<file path="src/rtl/lcd_scan.sv">
module lcd_scan #(
  parameter int NSEG = 48,
  parameter int NCOM = 32,
  parameter int FRAME_TICKS = 512
) (
  input  logic                              clk,
  input  logic                              rst_n,
  input  logic                              sub_tick,
  input  logic                              duty_full,
  input  logic                              bias_hi,
  input  logic                              disp_off,
  input  logic                              wr_en,
  input  logic [$clog2(NCOM*NSEG/4)-1:0]    wr_addr,
  input  logic [3:0]                        wr_data,
  output logic [NCOM*3-1:0]                 com_lvl,
  output logic [NSEG*3-1:0]                 seg_lvl
);
  localparam int WORDS = NSEG / 4;
  localparam int DEPTH = NCOM * WORDS;
  localparam int AW    = $clog2(DEPTH);
  localparam int RW    = $clog2(NCOM);
  localparam int TW    = $clog2(FRAME_TICKS);
  localparam int FW    = $clog2(WORDS + 1);
  localparam int HALF  = NCOM / 2;

  logic [3:0]      mem [DEPTH];
  logic            full_q, b7_q, pol, run, step, frame_end, show;
  logic [RW-1:0]   row, frow, last_row, row_nx, frow_nx;
  logic [TW-1:0]   tcnt, rt_last;
  logic [FW-1:0]   fidx;
  logic [NSEG-1:0] shadow, act;
  logic [AW-1:0]   raddr;
  logic [2:0]      top, c_sel, c_ns, s_on, s_off;

  assign last_row  = full_q ? RW'(NCOM - 1) : RW'(HALF - 1);
  assign rt_last   = full_q ? TW'(FRAME_TICKS / NCOM - 1) : TW'(FRAME_TICKS / HALF - 1);
  assign step      = sub_tick && (tcnt == rt_last);
  assign frame_end = step && (row == last_row);
  assign row_nx    = frame_end ? '0 : row + 1'b1;
  assign frow_nx   = frame_end ? RW'(1) : ((row_nx == last_row) ? '0 : row_nx + 1'b1);
  assign raddr     = AW'(frow) * AW'(WORDS) + AW'(fidx);

  always_ff @(posedge clk)
    if (wr_en && (int'(wr_addr) < DEPTH)) mem[wr_addr] <= wr_data;

  always_ff @(posedge clk) begin
    if (!rst_n) begin
      full_q <= duty_full;
      b7_q   <= bias_hi;
      row    <= duty_full ? RW'(NCOM - 1) : RW'(HALF - 1);
      pol    <= 1'b1;
      run    <= 1'b0;
      tcnt   <= '0;
      frow   <= '0;
      fidx   <= '0;
      shadow <= '0;
      act    <= '0;
    end else begin
      if (sub_tick) tcnt <= step ? '0 : tcnt + 1'b1;
      if (step) begin
        row  <= row_nx;
        frow <= frow_nx;
        fidx <= '0;
        act  <= shadow;
        run  <= 1'b1;
        if (frame_end) begin
          pol    <= ~pol;
          full_q <= duty_full;
          b7_q   <= bias_hi;
        end
      end else if (fidx < FW'(WORDS)) begin
        shadow[4*fidx +: 4] <= mem[raddr];
        fidx <= fidx + 1'b1;
      end
    end
  end

  assign top   = b7_q ? 3'd7 : 3'd5;
  assign c_sel = pol ? 3'd0 : top;
  assign c_ns  = pol ? top - 3'd1 : 3'd1;
  assign s_on  = pol ? top : 3'd0;
  assign s_off = pol ? top - 3'd2 : 3'd2;
  assign show  = run && !disp_off;

  for (genvar c = 0; c < NCOM; c++) begin : g_com
    assign com_lvl[c*3 +: 3] = (show && row == RW'(c)) ? c_sel : c_ns;
  end

  for (genvar s = 0; s < NSEG; s++) begin : g_seg
    assign seg_lvl[s*3 +: 3] = (show && act[s]) ? s_on : s_off;
  end
endmodule

</file>
<file path="config.mk">
export PLATFORM = sky130hd
export DESIGN_NAME = lcd_scan
export DESIGN_NICKNAME = d
export VERILOG_FILES = /design/src/rtl/lcd_scan.sv
export SDC_FILE = /design/constraint.sdc
export NUM_CORES = 2
export LEC_CHECK = 0
export ABC_AREA = 1
export ABC_CLOCK_PERIOD_IN_PS = 7500
export BUFFER_PORTS_ARGS = -buffer_cell sky130_fd_sc_hd__buf_2
export CORE_MARGIN = 1
export CORE_UTILIZATION = 30
export CTS_CLUSTER_SIZE = 30
export DETAILED_ROUTE_END_ITERATION = 12
export GPL_TIMING_DRIVEN = 0
export PLACE_DENSITY = 0.49
export SLEW_MARGIN = 20
export SYNTH_ARGS = -nofsm -noshare
export SYNTH_HDL_FRONTEND = slang
export SYNTH_SLANG_ARGS = --single-unit
</file>
<file path="constraint.sdc">
create_clock -name clk -period 7.5 [get_ports clk]
set_clock_uncertainty 0.1 [all_clocks]
set_input_delay 1.5 -clock clk [delete_from_list [all_inputs] [get_ports clk]]
set_output_delay 1.5 -clock clk [all_outputs]
set_load 0.01 [all_outputs]
</file>
==> Word level (Yosys, flattened, before mapping) <==
Memories as Yosys holds them, arrays and structs flattened.
Index checks and enable logic that the tools add are counted.
{ "totals": {"memories": 1, "inputBits": 20, "latchBits": 0, "wordCells": 256, "ramBits": 1536, "regBits": 123, "mem_bits_ro": 0} }
{ "memory_table": {"columns": ["memory", "depth", "word_bits", "read_ports", "rd_clocked_by_memory_dff", "write_ports", "line_no", "source"], "rows": [
  ["mem", 384, 4, 1, 0, 1, "26", "logic [3:0] mem [DEPTH];"]
]} }
{ "classes": {"muxes": 103, "n_shift": 2, "n_eq_ne": 36, "n_reduce_logical": 90, "add_sub_neg": 8, "n_lt_le_gt_ge": 2, "mul": 1, "bitwise": 3, "div_mod_pow": 0} }
{ "ops": {"columns": ["operator", "n"], "rows": [
  ["$mux W3", 84],
  ["$logic_and A1 B1 Y1", 84],
  ["$eq A5 B5 Y1 const B", 16],
  ["$bwmux W48", 1],
  ["$shift A4 B34 Y48 const A", 1],
  ["$shiftx A4 B34 Y48", 1],
  ["$eq A5 B4 Y1 const B", 8],
  ["$mux W5", 8],
  ["$neg A6 Y34", 1],
  ["$eq A5 B3 Y1 const B", 4],
  ["$add A5 B1 Y5 const B", 2],
  ["$eq A5 B2 Y1 const B", 2],
  ["$eq A5 B5 Y1", 2],
  ["$add A9 B1 Y9 const B", 1],
  ["$add A9 B4 Y9", 1],
  ["$eq A9 B5 Y1", 1],
  ["$lt A9 B9 Y1 const B", 1],
  ["$mux W9", 1],
  ["$mux W1", 8],
  ["$mul A5 B2 Y7 const B", 1],
  ["$reduce_and A2 Y1", 3],
  ["$eq A5 B1 Y1 const B", 1],
  ["$logic_not A5 Y1", 1],
  ["$add A4 B1 Y4 const B", 1],
  ["8 further kinds", 11]
]} }

==> Logic depth before layout (Yosys ltp) <==
{ "depth": {"ltp_word": 8, "mapped_depth": 17} }

==> Worst setup path after synthesis <==
No wires, ideal clock.
{ "synth_timing": {"path_type": "input port to output port", "start": "input port disp_off", "end": "output port com_lvl[70]", "arrival_time_ns": 2.909, "path_stages": 9, "path_buffers": 1, "setup_slack_ns": 2.991, "path_cell_list": "nor2_1 inv_1 nor2_1 inv_1 clkbuf_1 nor2_1 xor2_1 inv_1 nor2_1"} }
{ "synth_between": {"elab_chain_len": 4} }
{ "synth_lines": {"columns": ["item", "line_no", "source"], "rows": [
  ["start, declared", "11", "input logic disp_off,"],
  ["$logic_not A1 Y1", "83", "assign show = run && !disp_off;"],
  ["$logic_and A1 B1 Y1", "83", null],
  ["$logic_and A1 B1 Y1", "86", "assign com_lvl[c*3 +: 3] = (show && row == RW'(c)) ? c_sel : c_ns;"],
  ["$mux W3", "86", null],
  ["end, declared", "15", "output logic [NCOM*3-1:0] com_lvl,"]
]} }
No other way between the ends.

==> Final worst setup path <==
{ "layout_timing": {"start": "register frow[1]", "end": "register shadow[14]"} }
{ "layout_between": {"elab_chain_len": 5} }
{ "layout_lines": {"columns": ["item", "line_no", "source"], "rows": [
  ["start, declared", "28", "logic [RW-1:0] row, frow, last_row, row_nx, frow_nx;"],
  ["start signal, assigned", "62", "frow <= frow_nx;"],
  ["$mul A5 B2 Y7", "41", "assign raddr = AW'(frow) * AW'(WORDS) + AW'(fidx);"],
  ["$add A9 B4 Y9", "41", null],
  ["$mem_v2 Z384 W4", null, null],
  ["$shiftx A4 B34 Y48", "72", "shadow[4*fidx +: 4] <= mem[raddr];"],
  ["$bwmux W48", "72", null],
  ["end signal, assigned by index", "72", null],
  ["end, declared", "31", "logic [NSEG-1:0] shadow, act;"]
]} }
No other way between the ends.
A chain may end at the register's enable or synchronous reset.

==> impl_metrics.ini <==
[synth]
yosysTopAreaCellShare_pct = 65.4
ys_top_cells_by_count = nand2_1 (1,735), edfxtp_1 (1,543), nand3_1 (1,497)
ys_ff_latch = 1659
syn-num-nets = 6547
postSynthCellCount = 6504
ys_seq_area_share_pct = 68.7
syn_avg_cell_area_um2 = 10.9
synthArstFlopShare_pct = 0
synth_area_um2 = 70800
ys_top_cells_by_area = edfxtp_1 (65%), nand3_1 (11%), nand2_1 (9.2%)
synth_cell_types = 41
yosysTopAreaCell = edfxtp_1
synth_edf_count = 1543
yosysMostFrequentCell = nand2_1
synth_warnings = 0
ys.flop_type = edfxtp_1

[cts]
h-tree-depth = 4
clock-sinks = 1659
clk_latency_ns = 0.85
cts_made_buffers = 177
cts_resized = 0
cts_root_buffer = clkbuf_16
path_clk_slew_ns = 0.06
cts_setup_buffers = 0
hold_buffers = 0
cts_tree = built
cts_buffer_depth = 3

[cells_and_area]
fin_cells = 10300
nNetsFinal = 7028
fill_cells = 23400
layout-drive-gt1-share_pct = 13.6
syn_to_final_growth_pct = 17.4
fin_util_pct = 35.4

[floorplanning]
die-width_um = 488
die_h_um = 488
floorplan.initialDensity_pct = 30.2
rows = 178
die-area_um2 = 238000
design.core.area_um2 = 235000
ios = 260

[timing]
fin_crit_sh_pct = 71.8
max_slew_margin_pct = 13.5
setup_viol = 0
rsz0062_at_grt = no
setup_slack_ns = 2.12
max_freq_mhz = 186
worstMarginPinSlew_ns = 1.30
whs_ns = 0.364
finalWorstPathRequiredPeriod_ns = 5.38
hold_viol_final = 0
slew_violations = 0

[power]
power_mw = 21.3
max-vdd-ir-drop_mv = 0.256
switching_share_pct = 26.0
p_clk_share_pct = 42.1
seq_power_share_pct = 47.5
power.switching_mw = 5.54
comb_power_share_pct = 10.4
total_leakage_power_nw = 29.3
internal-power_mw = 15.8
p_per_area_nw_per_um2 = 256

[critical_path]
crit_arrival_ns = 6.02
endpoint_kind = register
reg2reg_setup_slack_ns = 2.12
critical_path_class = register to register
worst_setup_path_start_kind = register
path_max_fanout = 11
critPathRequiredTime_ns = 8.14

[placement]
post-place-ws_ns = 2.25
dp_cells = 9956
gp_congestion = 0.954
hpwl_mm = 207
port_buffers = 259

[route]
initialDrtViolationCount = 7736
ant_nets = 0
firstDrtPassIters = 8
drc = 0
vias = 54400
vias_per_cell = 5.29
routed_wl_mm = 294
routedWlPerCell_um = 28.6

[global_routing]
grt_pass1_wl_mm = 401
grt_overflow = 0
grt_max_degree = 107
grt_pass1_vias = 51300
antenna_found_initial = 22
globalRouteTotalUtil_pct = 24.2

[job]
cap_violations = 0

[status]
status = finished, final reports clean

[worst_hold_path]
hold_class = register to register
power by group through the flow:
stage	registers (mW)	clock network (mW)	logic, mW
2_1_floorplan	10.3	0	1.02
3_3_place_gp	10.4	0	2.10
3_5_place_dp	10.3	0	2.15
4_1_cts	10.1	9.01	2.16
5_1_grt	10.1	9.35	2.30
6_report	10.1	8.98	2.21
final cells by class:
type	instances	area [um2]	area share, %
inverters	108	407	0.489
clock buffers	218	4720	5.67
well taps	3150	3940	4.74
flip-flops and latches	1659	48700	58.5
plain buffers	522	2830	3.40
diodes	14	35.0	0.0421
clock inverters	101	1090	1.31
multi-input cells	4215	19000	22.9
repair buffers	302	2470	2.97
sequential cells by signal (all words and copies together) (netlist names):
register / cells
act: 48
frow: 5
run: 1
pol: 1
row: 5
b7_q: 1
full_q: 1
tcnt: 9
shadow: 48
mem: 1536
fidx: 4
placed cells by master, fill, tap and decap left out, drive strengths merged, types with 9 or more instances in the layout:
cell,synthesis,routed
nor2,560,560
edfxtp,1543,1543
buf,370,669
xor2,88,88
nand4,9,9
o21ai,94,94
inv,104,111
dfxtp,116,116
nor3,23,23
and2,21,21
a21oi,118,118
nand2,1740,1740
bufinv,0,20
ha,21,21
nand3,1501,1501
clkbuf,152,373
diode,0,14
clkinv,4,72
critical path: stages, from the launching register on:
cell	delay, ns
dfxtp_1	0.44
ha_1	0.30
fa_1	0.49
buf_2	0.27
clkinv_1	0.29
clkbuf_2	0.55
clkbuf_1	0.67
nand3_1	0.37
nand3_1	0.24
nand3_1	0.16
nand3_1	0.07
nand3_1	0.11
nand3_1	0.32
nand2_2	0.41
nand4_2	0.25
a21oi_1	0.21
routing by layer:
metal	wire, um	vias up	global-route usage [%]
li1	-	23600	-
met1	114000	26800	31.4
met2	132000	3335	37.8
met3	32700	670	5.79
met4	15000	8	11.4
met5	50	-	0
per-stage QoR:
stage	setup TNS (ns)	cell area (um2)
floorplan	0	70800
global placement	-1742.38	76100
detailed placement	0	77300
CTS	0	83100
global route	0	83200
finish	0	83200
cell families (layout without fill, tap and decap cells):
| kind of cell | count (synthesis) | after routing | share of synthesized area, % |
|---|---|---|---|
| XOR/XNOR | 96 | 96 | 1.26 |
| adder cells (fa/ha/maj) | 23 | 23 | 0.427 |
| other | 0 | 14 | 0 |
| flip-flops | 1659 | 1659 | 68.7 |
| AND/OR/NAND/NOR | 3863 | 3863 | 23.4 |
| AO/OA/AOI/OAI | 233 | 233 | 1.72 |
| buffers and inverters | 630 | 1251 | 4.49 |
final timing paths:
kind | depth (start not counted) | start | end
hold reg to reg | 2 | run | run
setup / recovery | 15 | frow[1] | shadow[14]
setup reg to reg | 15 | frow[1] | shadow[14]
hold / removal | 2 | run | run
Power figures use the tool's default switching activity.
